<file path="src/rtl/sdl_pkg.sv">
package sdl_pkg;

  localparam int NUM_STB = 4;

  // Position of each strobe in the internal strobe vector.
  typedef enum int {
    STB_RA = 0,
    STB_RB = 1,
    STB_FL = 2,
    STB_RC = 3
  } stb_idx_e;

  // A rising-edge strobe fires when it rises while the gate is high
  // and no sibling rising strobe is high.
  function automatic logic rise_hit(logic now_l, logic prev_l,
                                    logic gate_hi, logic any_sibling);
    return now_l & ~prev_l & gate_hi & ~any_sibling;
  endfunction

  // The falling-edge strobe fires when it drops while all rising strobes are low.
  function automatic logic fall_hit(logic now_l, logic prev_l, logic any_rise);
    return ~now_l & prev_l & ~any_rise;
  endfunction

  // Transfer condition: both active-low load lines asserted.
  function automatic logic load_ok(logic la_n, logic lb_n);
    return ~la_n & ~lb_n;
  endfunction

endpackage

</file>
<file path="src/rtl/sdl_sync.sv">
module sdl_sync #(
  parameter int         W       = 1,
  parameter int         STAGES  = 2,
  parameter logic [W-1:0] RST_VAL = '0
) (
  input  logic         clk,
  input  logic         rst_n,
  input  logic [W-1:0] d,
  output logic [W-1:0] q
);

  logic [W-1:0] stg [STAGES];

  always_ff @(posedge clk or negedge rst_n) begin
    if (!rst_n) begin
      for (int i = 0; i < STAGES; i++) stg[i] <= RST_VAL;
    end else begin
      stg[0] <= d;
      for (int i = 1; i < STAGES; i++) stg[i] <= stg[i-1];
    end
  end

  assign q = stg[STAGES-1];

endmodule

</file>
<file path="src/rtl/sdl_strobe_qual.sv">
module sdl_strobe_qual
  import sdl_pkg::*;
(
  input  logic               clk,
  input  logic               rst_n,
  input  logic [NUM_STB-1:0] stb_s,
  output logic [NUM_STB-1:0] hit,
  output logic               shift_en
);

  logic [NUM_STB-1:0] stb_prev;
  logic [NUM_STB-1:0] rise_mask;

  assign rise_mask = ~(NUM_STB'(1) << STB_FL);

  always_ff @(posedge clk or negedge rst_n) begin
    if (!rst_n) stb_prev <= '0;
    else        stb_prev <= stb_s;
  end

  for (genvar g = 0; g < NUM_STB; g++) begin : g_stb
    if (g == STB_FL) begin : g_fall
      assign hit[g] = fall_hit(stb_s[g], stb_prev[g], |(stb_s & rise_mask));
    end else begin : g_rise
      logic [NUM_STB-1:0] sib_mask;
      assign sib_mask = rise_mask & ~(NUM_STB'(1) << g);
      assign hit[g] = rise_hit(stb_s[g], stb_prev[g], stb_s[STB_FL],
                               |(stb_s & sib_mask));
    end
  end

  assign shift_en = |hit;

endmodule

</file>
<file path="src/rtl/sdl_shift.sv">
module sdl_shift #(
  parameter int W = 12
) (
  input  logic         clk,
  input  logic         rst_n,
  input  logic         shift_en,
  input  logic         din,
  output logic [W-1:0] sr_q,
  output logic         sdo
);

  always_ff @(posedge clk or negedge rst_n) begin
    if (!rst_n)        sr_q <= '0;
    else if (shift_en) sr_q <= {sr_q[W-2:0], din};
  end

  assign sdo = sr_q[W-1];

endmodule

</file>
<file path="src/rtl/sdl_dac_reg.sv">
module sdl_dac_reg #(
  parameter int W = 12
) (
  input  logic         clk,
  input  logic         rst_n,
  input  logic         clr_n,
  input  logic         load_en,
  input  logic [W-1:0] din,
  output logic [W-1:0] dac_q
);

  logic arst_n;
  assign arst_n = rst_n & clr_n;

  always_ff @(posedge clk or negedge arst_n) begin
    if (!arst_n)      dac_q <= '0;
    else if (load_en) dac_q <= din;
  end

endmodule

</file>
<file path="src/rtl/serdac_loader.sv">
module serdac_loader
  import sdl_pkg::*;
#(
  parameter int WORD_W      = 12,
  parameter int SYNC_STAGES = 2
) (
  input  logic              clk,
  input  logic              rst_n,
  input  logic              sdi,
  input  logic              stb_rise_a,
  input  logic              stb_rise_b,
  input  logic              stb_fall,
  input  logic              stb_rise_c,
  input  logic              ld_a_n,
  input  logic              ld_b_n,
  input  logic              clr_n,
  output logic              sdo,
  output logic [WORD_W-1:0] dac_word
);

  localparam int DS_W = NUM_STB + 1;

  logic [NUM_STB-1:0] stb_raw;
  logic [NUM_STB-1:0] stb_s;
  logic [NUM_STB-1:0] stb_hit;
  logic               sdi_s;
  logic [1:0]         ld_s;
  logic               shift_en;
  logic               load_en;
  logic [WORD_W-1:0]  sr_q;

  assign stb_raw[STB_RA] = stb_rise_a;
  assign stb_raw[STB_RB] = stb_rise_b;
  assign stb_raw[STB_FL] = stb_fall;
  assign stb_raw[STB_RC] = stb_rise_c;

  // Data and strobes share one synchroniser so they stay aligned.
  sdl_sync #(.W(DS_W), .STAGES(SYNC_STAGES), .RST_VAL('0)) u_sync_ds (
    .clk  (clk),
    .rst_n(rst_n),
    .d    ({sdi, stb_raw}),
    .q    ({sdi_s, stb_s})
  );

  // Load lines idle high after reset.
  sdl_sync #(.W(2), .STAGES(SYNC_STAGES), .RST_VAL(2'b11)) u_sync_ld (
    .clk  (clk),
    .rst_n(rst_n),
    .d    ({ld_b_n, ld_a_n}),
    .q    (ld_s)
  );

  sdl_strobe_qual u_qual (
    .clk     (clk),
    .rst_n   (rst_n),
    .stb_s   (stb_s),
    .hit     (stb_hit),
    .shift_en(shift_en)
  );

  sdl_shift #(.W(WORD_W)) u_shift (
    .clk     (clk),
    .rst_n   (rst_n),
    .shift_en(shift_en),
    .din     (sdi_s),
    .sr_q    (sr_q),
    .sdo     (sdo)
  );

  assign load_en = load_ok(ld_s[0], ld_s[1]);

  sdl_dac_reg #(.W(WORD_W)) u_dac (
    .clk    (clk),
    .rst_n  (rst_n),
    .clr_n  (clr_n),
    .load_en(load_en),
    .din    (sr_q),
    .dac_q  (dac_word)
  );

endmodule

</file>
<file path="config.mk">
export PLATFORM = sky130hd
export DESIGN_NAME = serdac_loader
export DESIGN_NICKNAME = d
export VERILOG_FILES = /design/src/rtl/sdl_pkg.sv /design/src/rtl/sdl_sync.sv /design/src/rtl/sdl_strobe_qual.sv /design/src/rtl/sdl_shift.sv /design/src/rtl/sdl_dac_reg.sv /design/src/rtl/serdac_loader.sv
export SDC_FILE = /design/constraint.sdc
export NUM_CORES = 1
export LEC_CHECK = 0
export ABC_AREA = 1
export ABC_CLOCK_PERIOD_IN_PS = 1000
export BUFFER_PORTS_ARGS = -buffer_cell sky130_fd_sc_hd__buf_2
export CAP_MARGIN = 40
export CORE_MARGIN = 3
export CORE_UTILIZATION = 49
export CTS_BUF_LIST = sky130_fd_sc_hd__clkbuf_16
export CTS_CLUSTER_DIAMETER = 100
export CTS_CLUSTER_SIZE = 25
export DETAILED_ROUTE_END_ITERATION = 8
export GPL_ROUTABILITY_DRIVEN = 0
export PLACE_DENSITY = 0.84
export SLEW_MARGIN = 40
export SYNTH_ARGS = -nofsm -noshare
export SYNTH_HDL_FRONTEND = slang
export SYNTH_SLANG_ARGS = --single-unit
</file>
<file path="constraint.sdc">
create_clock -name clk -period 1 [get_ports clk]
set_input_delay 0.15 -clock clk [delete_from_list [all_inputs] [get_ports clk]]
set_output_delay 0.15 -clock clk [all_outputs]
set_load 0.02 [all_outputs]
</file>
==> results of run 1 <==
-- layout make-up --
| type | instances | share of cell area |
|---|---|---|
| flip-flops and latches | 42 | 0.506 |
| multi-input cells | 65 | 0.219 |
| repair buffers | 41 | 0.152 |
| clock buffers | 5 | 0.0599 |
| clock inverters | 3 | 0.0306 |
| well taps | 31 | 0.0186 |
| inverters | 8 | 0.0144 |
-- layout by cell type, fill, tap and decap left out, types with 3 or more instances in the layout --
master          n
dfrtp_1        38
nand2_1        21
buf_2          21
nand2_2        12
mux2_2          9
dlygate4sd3_1   9
nand3_1         8
clkbuf_16       5
buf_4           5
inv_2           4
inv_1           4
nand3_2         4
buf_6           4
dfstp_2         4
mux2_4          3
nor2_2          3
-- worst paths after layout --
| path | start | to | slack (ns) | cells past startpoint |
|---|---|---|---|---|
| setup / recovery | u_sync_ds.q[3] | u_shift.sr_q[6] | -0.17 | 7 |
| hold / removal | u_sync_ds.stg[7] | u_sync_ds.q[2] | 0.34 | 0 |
| setup reg to reg | u_sync_ds.q[3] | u_shift.sr_q[6] | -0.17 | 7 |
| hold reg to reg | u_sync_ds.stg[7] | u_sync_ds.q[2] | 0.34 | 0 |
| max in group asynchronous | rst_n | u_dac.dac_q[4] | 0.17 | 4 |
| min in group asynchronous | rst_n | u_sync_ds.q[3] | 0.43 | 3 |
-- registers in the layout, indices dropped and copies added, names as in the netlist --
name and count:
u_dac.dac_q 12, u_qual.stb_prev 4, u_shift.sr_q 12, u_sync_ds.q 5
u_sync_ds.stg 5, u_sync_ld.q 2, u_sync_ld.stg 2
-- cells by family (layout without fill, tap and decap cells) --
family / Yosys count / count (layout) / share of synthesized area
buffers and inverters: 12 / 57 / 0.0476
flip-flops: 42 / 42 / 0.692
multiplexers: 12 / 12 / 0.0886
AND/OR/NAND/NOR: 53 / 53 / 0.171
-- metal layers --
metal | part of all wire | track usage | up-vias
li1 | - | - | 464
met1 | 0.39 | 0.230 | 498
met2 | 0.54 | 0.293 | 20
met3 | 0.053 | 0.0558 | 8
met4 | 0.020 | 0.0818 | 0
met5 | 0 | 0 | -
-- power breakdown --
part	switching [W]	total [W]	leakage (nW)	internal [W]
logic	0.000487	0.000906	0.484	0.000419
clock network	0.000629	0.00205	0.0915	0.00142
registers	0.000238	0.00227	0.528	0.00203
total	0.00135	0.00522	1.10	0.00387
-- what timing repair did --
action	CTS	global route
endpoints found under the hold margin	45	0
buffers inserted	1	3
resized for setup	12	7
endpoints found under the setup margin	25	25
pin swaps	3	6
hold buffers	9	0
-- per-stage QoR --
stage	hold slack, ns	TNS, ns
floorplan	-0.146	-1.54
global placement	0.184	-2.19
detailed placement	0.195	-2.88
CTS	0.345	-3.32
global route	0.351	-4.40
finish	0.343	-3.24
==> results.sh, run 1 <==
export IMPL_synth_top_area_frac=0.623
export IMPL_required_ns=1.17
export IMPL_vias=990
export IMPL_startpoint_type="register"
export IMPL_postLayoutCoreUtil=0.732
export IMPL_cts_buffers=5
export IMPL_violations="negative setup slack"
export IMPL_die_h_um=61.8
export IMPL_min_period_ns=1.17
export IMPL_synth_main_ff_cell="dfrtp_1"
export IMPL_antenna_found_initial=0
export IMPL_area_growth_pct=36.9
export IMPL_slowest_delay_ns=0.39
export IMPL_grt_pass1_wl_mm=4.76
export IMPL_synth_common_cells="dfrtp_1 (38), nand2_1 (23), nand2_2 (12), nand3_1 (12), mux2_2 (9)"
export IMPL_path_class="register to register"
export IMPL_nFillCells=178
export IMPL_syn_num_nets=129
export IMPL_crit_fanout=12
export IMPL_initial_utilization=0.535
export IMPL_cp_top_family="simple AND/OR/NAND/NOR gates"
export IMPL_outcome="finished with violations"
export IMPL_max_clock_freq_mhz=852
export IMPL_design_die_area_sq_um=3820
export IMPL_async_reset_ff_frac=1.00
export IMPL_die_x_um=61.8
export IMPL_hpwl_mm=1.74
export IMPL_ys_types=14
export IMPL_clockBufferDepth=2
export IMPL_cp_common_cell="nor2_2"
export IMPL_drt_wirelength_per_cell_um=14.9
export IMPL_layout_drive_gt1_share=0.500
export IMPL_end_kind="register"
export IMPL_peakVddDrop_mv=1.77
export IMPL_yosysTopAreaCell="dfrtp_1"
export IMPL_tritoncts="done"
export IMPL_hold_violations=0
export IMPL_clockRootBuffer="clkbuf_16"
export IMPL_cap_violations=0
export IMPL_row_count=19
export IMPL_nets=173
export IMPL_fin_area_sq_um=2090
export IMPL_rsz0062_at_grt="true"
export IMPL_synth_seq_cells=42
export IMPL_synth_edf_count=0
export IMPL_crit_path_top_delay_cell="dfrtp_1"
export IMPL_setup_slack_ns=-0.173
export IMPL_drt_wl_total_mm=2.91
export IMPL_firstDrtPassIters=2
export IMPL_yosysWarnings=0
export IMPL_synth_seq_area_share=0.692
export IMPL_cp_num_buf_inv=1
export IMPL_synth_area_leaders="dfrtp_1 (62%), dfstp_2 (6.9%), mux2_2 (6.6%)"
export IMPL_crit_path_cell_trace="buf_4, nor2_2, nor2_2, nand2_4, nand2_8, nand2_2, nand2_1"
export IMPL_seqCellArea_sq_um=1060
export IMPL_setup_viol=23
export IMPL_grt_usage=0.183
export IMPL_syn_area_sq_um=1530
export IMPL_netlist_instances=119
export IMPL_p_leak_nw=1.10
export IMPL_period_share=1.17
export IMPL_grt_overflow=0
export IMPL_pin_count=23
export IMPL_drc=0
export IMPL_worst_pin_slew_ns=0.516
export IMPL_final_cell_count_no_fill=195
export IMPL_vias_per_cell=5.08
export IMPL_first_global_vias=1005
export IMPL_skew_ns=0.00465
export IMPL_power_w=0.00522
export IMPL_clock_latency_ns=0.28
export IMPL_slew_viol_final=0
export IMPL_relSlewSlack=0.656
export IMPL_antenna_cells=0
export IMPL_hp_class="register to register"
export IMPL_crit_arrival_ns=1.34
export IMPL_place_inst=175
export IMPL_syn_area_per_cell_sq_um=12.8
export IMPL_synth_most_common_cell="dfrtp_1"
export IMPL_grt_max_degree=31
export IMPL_preCtsSetupSlack_ns=-0.155
export IMPL_clk_pin_slew_ns=0.06
export IMPL_core_sq_um=2850
export IMPL_p_per_area_nw_per_um2=2500
export IMPL_ant_nets=0
export IMPL_placed_cell_area_sq_um=1710
export IMPL_numClockSinks=42
export IMPL_multi_input_area_sq_um=457
export IMPL_drtIter0Drc=41
export IMPL_portBuffers=22
export IMPL_h_tree_depth=2
(Power assumes the default switching activity.)
==> inputs of run 2 (changes only) <==
--- a/config.mk
+++ b/config.mk
@@ -6,17 +6,17 @@
 export NUM_CORES = 1
 export LEC_CHECK = 0
 export ABC_AREA = 1
-export ABC_CLOCK_PERIOD_IN_PS = 1000
+export ABC_CLOCK_PERIOD_IN_PS = 1100
 export BUFFER_PORTS_ARGS = -buffer_cell sky130_fd_sc_hd__buf_2
 export CAP_MARGIN = 40
 export CORE_MARGIN = 3
-export CORE_UTILIZATION = 49
+export CORE_UTILIZATION = 54
 export CTS_BUF_LIST = sky130_fd_sc_hd__clkbuf_16
 export CTS_CLUSTER_DIAMETER = 100
 export CTS_CLUSTER_SIZE = 25
 export DETAILED_ROUTE_END_ITERATION = 8
 export GPL_ROUTABILITY_DRIVEN = 0
-export PLACE_DENSITY = 0.84
+export PLACE_DENSITY = 0.87
 export SLEW_MARGIN = 40
 export SYNTH_ARGS = -nofsm -noshare
 export SYNTH_HDL_FRONTEND = slang
==> constraint.sdc (replaced) <==
create_clock -name clk -period 1.1 [get_ports clk]
set_input_delay 0.165 -clock clk [delete_from_list [all_inputs] [get_ports clk]]
set_output_delay 0.165 -clock clk [all_outputs]
set_load 0.02 [all_outputs]
==> run 2 against run 1 <==
The flow still finishes with violations (negative setup slack); count of clock-buffer cells in the layout is the same; cell area grew 2.6%; critical path depth is the same; cell count shrank 2.1%; critical endpoint is now u_shift.sr_q[2]; highest routed layer unchanged.
==> results.sh, run 2 (same netlist as run 1, synthesis figures left out) <==
export IMPL_outcome="finished with violations"
export IMPL_violations="negative setup slack"
export IMPL_ant_nets=0
export IMPL_ff2ff_path_depth=7
export IMPL_min_period_ns=1.24
export IMPL_first_global_vias=1056
export IMPL_clockBufferDepth=2
export IMPL_p_int_w=0.00331
export IMPL_firstDrtPassIters=4
export IMPL_worst_pin_slew_ns=0.529
export IMPL_hp_class="register to register"
export IMPL_grt_pass1_wl_mm=4.76
export IMPL_nFillCells=112
export IMPL_p_leak_nw=1.10
export IMPL_core_sq_um=2590
export IMPL_reg_largest_list="u_dac.dac_q (12), u_shift.sr_q (12)"
export IMPL_slew_viol_final=0
export IMPL_initial_utilization=0.589
export IMPL_h_tree_depth=2
export IMPL_die_h_um=59.1
export IMPL_vias_per_cell=5.33
export IMPL_preCtsSetupSlack_ns=-0.0321
export IMPL_crit_fanout=6
export IMPL_startpoint_type="register"
export IMPL_clockRootBuffer="clkbuf_16"
export IMPL_place_inst=172
export IMPL_setup_slack_ns=-0.143
export IMPL_max_clock_freq_mhz=804
export IMPL_end_kind="register"
export IMPL_period_share=1.13
export IMPL_grt_max_degree=31
export IMPL_power_w=0.00460
export IMPL_design_die_area_sq_um=3500
export IMPL_fin_hold_ws_ns=0.351
export IMPL_grt_overflow=0
export IMPL_power_frac_seq=0.458
export IMPL_layout_common_cells="dfrtp_1 (38), buf_2 (22), nand2_2 (20)"
export IMPL_clock_power_share=0.344
export IMPL_required_ns=1.26
export IMPL_nets=170
export IMPL_combPwrFrac=0.197
export IMPL_crit_path_start="u_sync_ds.q[3]"
export IMPL_crit_arrival_ns=1.40
export IMPL_timing_rr_end="u_shift.sr_q[2]"
export IMPL_cts_buffers=5
export IMPL_power_switching_w=0.00129
export IMPL_path_class="register to register"
export IMPL_clk_pin_slew_ns=0.05
export IMPL_drc=0
export IMPL_layout_drive_gt1_share=0.584
export IMPL_antenna_found_initial=0
export IMPL_tritoncts="done"
export IMPL_skew_ns=0.00921
export IMPL_crit_path_top_delay_cell="dfrtp_1"
export IMPL_rsz0062_at_grt="true"
export IMPL_area_growth_pct=40.4
export IMPL_clock_latency_ns=0.28
export IMPL_antenna_cells=0
export IMPL_hold_violations=0
export IMPL_drtIter0Drc=19
export IMPL_die_x_um=59.1
export IMPL_crit_path_cell_trace="inv_2, nand2_2, nor2_4, nand2_4, clkbuf_16, nand3_2, nand2_1"
export IMPL_multi_input_area_sq_um=544
export IMPL_vias=1018
export IMPL_switching_share=0.280
export IMPL_peakVddDrop_mv=1.88
export IMPL_row_count=18
export IMPL_final_cell_count_no_fill=191
export IMPL_slowest_delay_ns=0.41
export IMPL_cap_violations=0
export IMPL_drt_wl_total_mm=3.52
export IMPL_portBuffers=22
export IMPL_hpwl_mm=1.67
export IMPL_pin_count=23
export IMPL_drt_wirelength_per_cell_um=18.4
export IMPL_p_per_area_nw_per_um2=2150
export IMPL_numClockSinks=42
export IMPL_final_common_cell="dfrtp_1"
export IMPL_cp_endpoint="u_shift.sr_q[2]"
export IMPL_reg2reg_setup_slack_ns=-0.14
export IMPL_seqCellArea_sq_um=1060
export IMPL_r2r_start="u_sync_ds.q[3]"
export IMPL_setup_viol=23
export IMPL_relSlewSlack=0.647
export IMPL_grt_usage=0.195
## run 2: area by class of cell
| cell class | instances | area share |
|---|---|---|
| Tap cell | 30 | 0.0175 |
| Clock inverter | 3 | 0.0175 |
| Multi-Input combinational cell | 65 | 0.254 |
| Sequential cell | 42 | 0.493 |
| Timing Repair Buffer | 38 | 0.145 |
| Inverter | 8 | 0.0140 |
| Clock buffer | 5 | 0.0584 |
## run 2: how the worst min path moves through the flow
stage               cells after the start                 end             start
CTS                                     0      u_sync_ds.q[0]  u_sync_ds.stg[5]
detailed placement                      2    u_sync_ds.stg[6]             rst_n
floorplan                               0  u_qual.stb_prev[0]             rst_n
global route                            0      u_sync_ds.q[4]  u_sync_ds.stg[9]
finish                                  0      u_sync_ds.q[3]  u_sync_ds.stg[8]
global placement                        2    u_sync_ds.stg[7]             rst_n
## run 2: per-stage QoR
stage,cell area (sq um),setup TNS [ns],util
after floorplan,1530,0,-
after global placement,1710,-0.0223,0.658
after detailed placement,1710,-0.167,0.658
after CTS,1980,-0.814,0.763
after global routing,2140,-2.39,0.827
final,2140,-1.41,0.827
## run 2: layer usage
metal	part of all wire	wire (um)	track usage	vias to the layer above
met4	0.028	97	0.0971	0
met1	0.38	1330	0.221	528
li1	-	-	-	457
met3	0.036	127	0.0610	10
met5	0	0	0	-
met2	0.56	1970	0.331	23
## run 2: power groups by stage
stage / combinational [W] / clock [W] / sequential (W)
4_1_cts: 0.000787 / 0.00159 / 0.00206
6_report: 0.000908 / 0.00158 / 0.00211
2_1_floorplan: 0.000313 / 0 / 0.00221
5_1_grt: 0.000987 / 0.00167 / 0.00214
3_3_place_gp: 0.000707 / 0 / 0.00205
3_5_place_dp: 0.000732 / 0 / 0.00207
## run 2: worst max-delay path: cells and delay by family (launching register included)
kind / cells / cell delay [ns]
buffers and inverters: 2 / 0.26
DFF: 1 / 0.41
and+or+nand+nor: 5 / 0.44
## run 2: repair_timing
action,CTS,global route
endpoints found under the setup margin,24,24
hold buffers,9,0
gates resized for setup,5,30
gates cloned,0,1
pin swaps,0,28
hold endpoints to repair,45,0
buffers inserted,0,2
==> inputs of run 3 (changes only) <==
--- a/config.mk
+++ b/config.mk
@@ -5,7 +5,6 @@
 export SDC_FILE = /design/constraint.sdc
 export NUM_CORES = 1
 export LEC_CHECK = 0
-export ABC_AREA = 1
 export ABC_CLOCK_PERIOD_IN_PS = 1100
 export BUFFER_PORTS_ARGS = -buffer_cell sky130_fd_sc_hd__buf_2
 export CAP_MARGIN = 40
@@ -16,8 +15,9 @@
 export CTS_CLUSTER_SIZE = 25
 export DETAILED_ROUTE_END_ITERATION = 8
 export GPL_ROUTABILITY_DRIVEN = 0
-export PLACE_DENSITY = 0.87
+export PLACE_DENSITY = 0.88
 export SLEW_MARGIN = 40
 export SYNTH_ARGS = -nofsm -noshare
 export SYNTH_HDL_FRONTEND = slang
 export SYNTH_SLANG_ARGS = --single-unit
+export TNS_END_PERCENT = 50
==> run 3 against run 2 <==
The run still ends with negative setup slack left; synthesized cell count down 34%; worst setup slack worse by 0.32 ns; cell count down 22%; utilization down 6.5 points; clock skew down 0.0062 ns; sequential power about the same; clock power about the same; area after synthesis down 3.9%; worst hold slack worse by 0.0047 ns; critical path type unchanged; largest cell class unchanged.
==> results.sh, run 3 <==
export IMPL_cp_endpoint="u_shift.sr_q[7]"
export IMPL_hold_violations=0
export IMPL_die_h_um=58.1
export IMPL_yosysWarnings=0
export IMPL_synth_most_common_cell="dfrtp_1"
export IMPL_initial_utilization=0.581
export IMPL_startpoint_type="register"
export IMPL_synth_main_ff_cell="dfrtp_1"
export IMPL_cp_top_family="compound AO/OA/AOI/OAI gates"
export IMPL_cts_buffers=5
export IMPL_first_global_vias=848
export IMPL_layout_common_cells="dfrtp_1 (38), buf_2 (22), mux2_2 (12), mux2_4 (12), dlygate4sd3_1 (9)"
export IMPL_drt_wirelength_per_cell_um=15.8
export IMPL_final_common_cell="dfrtp_1"
export IMPL_row_count=18
export IMPL_firstDrtPassIters=3
export IMPL_syn_area_sq_um=1470
export IMPL_violations="negative setup slack"
export IMPL_cp_num_buf_inv=1
export IMPL_tritoncts="done"
export IMPL_synth_common_cells="dfrtp_1 (38), mux2_2 (14), mux2_4 (10)"
export IMPL_design_die_area_sq_um=3380
export IMPL_pin_count=23
export IMPL_clock_latency_ns=0.28
export IMPL_area_growth_pct=31.1
export IMPL_die_x_um=58.1
export IMPL_slew_viol_final=0
export IMPL_drtIter0Drc=14
export IMPL_crit_arrival_ns=1.72
export IMPL_end_kind="register"
export IMPL_crit_path_cell_trace="nand2_1, a2bb2oi_1, o31ai_4, buf_12, mux2_4"
export IMPL_vias_per_cell=5.07
export IMPL_clk_pin_slew_ns=0.05
export IMPL_crit_path_top_delay_cell="dfrtp_1"
export IMPL_setup_viol=24
export IMPL_ys_types=14
export IMPL_timing_rr_end="u_shift.sr_q[7]"
export IMPL_p_leak_nw=0.934
export IMPL_reg_largest_list="u_dac.dac_q (12), u_shift.sr_q (12)"
export IMPL_final_cell_count_no_fill=149
export IMPL_grt_usage=0.170
export IMPL_worst_pin_slew_ns=0.558
export IMPL_holdPathStages=0
export IMPL_reg2reg_setup_slack_ns=-0.46
export IMPL_synth_seq_cells=42
export IMPL_relSlewSlack=0.628
export IMPL_nets=129
export IMPL_drt_wl_total_mm=2.35
export IMPL_preCtsSetupSlack_ns=-0.699
export IMPL_synth_top_area_frac=0.648
export IMPL_antenna_cells=0
export IMPL_slowest_delay_ns=0.39
export IMPL_place_inst=131
export IMPL_grt_overflow=0
export IMPL_fin_hold_ws_ns=0.347
export IMPL_min_period_ns=1.56
export IMPL_layout_drive_gt1_share=0.555
export IMPL_max_clock_freq_mhz=640
export IMPL_vias=756
export IMPL_crit_cells=5
export IMPL_syn_num_nets=88
export IMPL_portBuffers=22
export IMPL_netlist_instances=78
export IMPL_drc=0
export IMPL_core_sq_um=2520
export IMPL_outcome="finished with violations"
export IMPL_synth_area_leaders="dfrtp_1 (65%), mux2_2 (11%), mux2_4 (10%)"
export IMPL_grt_max_degree=31
export IMPL_ff2ff_path_depth=5
export IMPL_p_per_area_nw_per_um2=2330
export IMPL_clockRootBuffer="clkbuf_16"
export IMPL_peakVddDrop_mv=1.90
export IMPL_hpwl_mm=1.45
export IMPL_crit_path_start="u_sync_ds.q[3]"
export IMPL_power_w=0.00449
export IMPL_h_tree_depth=2
export IMPL_hp_class="register to register"
export IMPL_period_share=1.42
export IMPL_numClockSinks=42
export IMPL_cap_violations=0
export IMPL_async_reset_ff_frac=1.00
export IMPL_required_ns=1.26
export IMPL_crit_fanout=11
export IMPL_synth_edf_count=0
export IMPL_rsz0062_at_grt="true"
export IMPL_syn_area_per_cell_sq_um=18.8
export IMPL_clockBufferDepth=2
export IMPL_antenna_found_initial=0
export IMPL_grt_pass1_wl_mm=4.06
export IMPL_setup_slack_ns=-0.462
export IMPL_skew_ns=0.00298
export IMPL_ant_nets=0
export IMPL_synth_seq_area_share=0.720
export IMPL_r2r_start="u_sync_ds.q[3]"
export IMPL_path_class="register to register"
export IMPL_yosysTopAreaCell="dfrtp_1"
-- run 3: cell types whose count changed in the layout (fill, tap and decap cells not counted), sizes merged, moves of 2 or more --
cell   delta
inv       -9
nand3    -12
nand2    -35
nor2      -3
mux2     +12
nor3b     +2
-- run 3: final cells by class --
class	instances	area, sq um
Multi-Input combinational cell	34	417
Timing Repair Buffer	36	254
Clock buffer	5	125
Tap cell	30	37.5
Sequential cell	42	1060
Clock inverter	2	33.8
Fill cell	152	599
-- run 3: repair_timing --
item	CTS	global route
buffers inserted	2	0
endpoints found under the hold margin	45	0
resized for setup	5	1
hold buffers	9	0
endpoints found under the setup margin	24	24
pin swaps	2	0
-- run 3: cell families after synthesis --
logic type      synth area share
flops                      0.720
mux                        0.210
simple gates              0.0265
buf+inv                   0.0171
compound gates            0.0265
-- run 3: per-layer routing --
| layer | track usage | vias up | share of wire |
|---|---|---|---|
| met5 | 0 | - | 0 |
| met4 | 0.0695 | 0 | 0.0055 |
| met3 | 0.0690 | 2 | 0.053 |
| met2 | 0.281 | 21 | 0.53 |
| met1 | 0.198 | 387 | 0.42 |
| li1 | - | 346 | - |
-- run 3: worst min-delay path by stage --
stage	endpoint	slack, ns	from
global route	u_sync_ds.q[2]	0.36	u_sync_ds.stg[7]
floorplan	u_qual.stb_prev[0]	-0.13	rst_n
detailed placement	u_sync_ds.q[4]	0.21	rst_n
finish	u_sync_ds.q[1]	0.35	u_sync_ds.stg[6]
CTS	u_sync_ds.q[1]	0.35	u_sync_ds.stg[6]
global placement	u_sync_ds.stg[9]	0.21	rst_n
-- run 3: per-stage QoR --
stage | instance area, sq um | utilization | setup TNS, ns
6_report | 1920 | 0.762 | -6.18
5_1_grt | 1920 | 0.762 | -7.20
4_1_cts | 1920 | 0.760 | -5.99
3_5_place_dp | 1620 | 0.642 | -10.85
3_3_place_gp | 1620 | 0.641 | -12.55
2_1_floorplan | 1470 | - | -4.52
-- run 3: where the power goes --
part           total [W]  leakage, nW  internal [W]  switching, W
clock network    0.00157       0.0773       0.00105      0.000518
logic           0.000845        0.336      0.000467      0.000378
registers        0.00208        0.521       0.00187      0.000206
total            0.00449        0.934       0.00339       0.00110
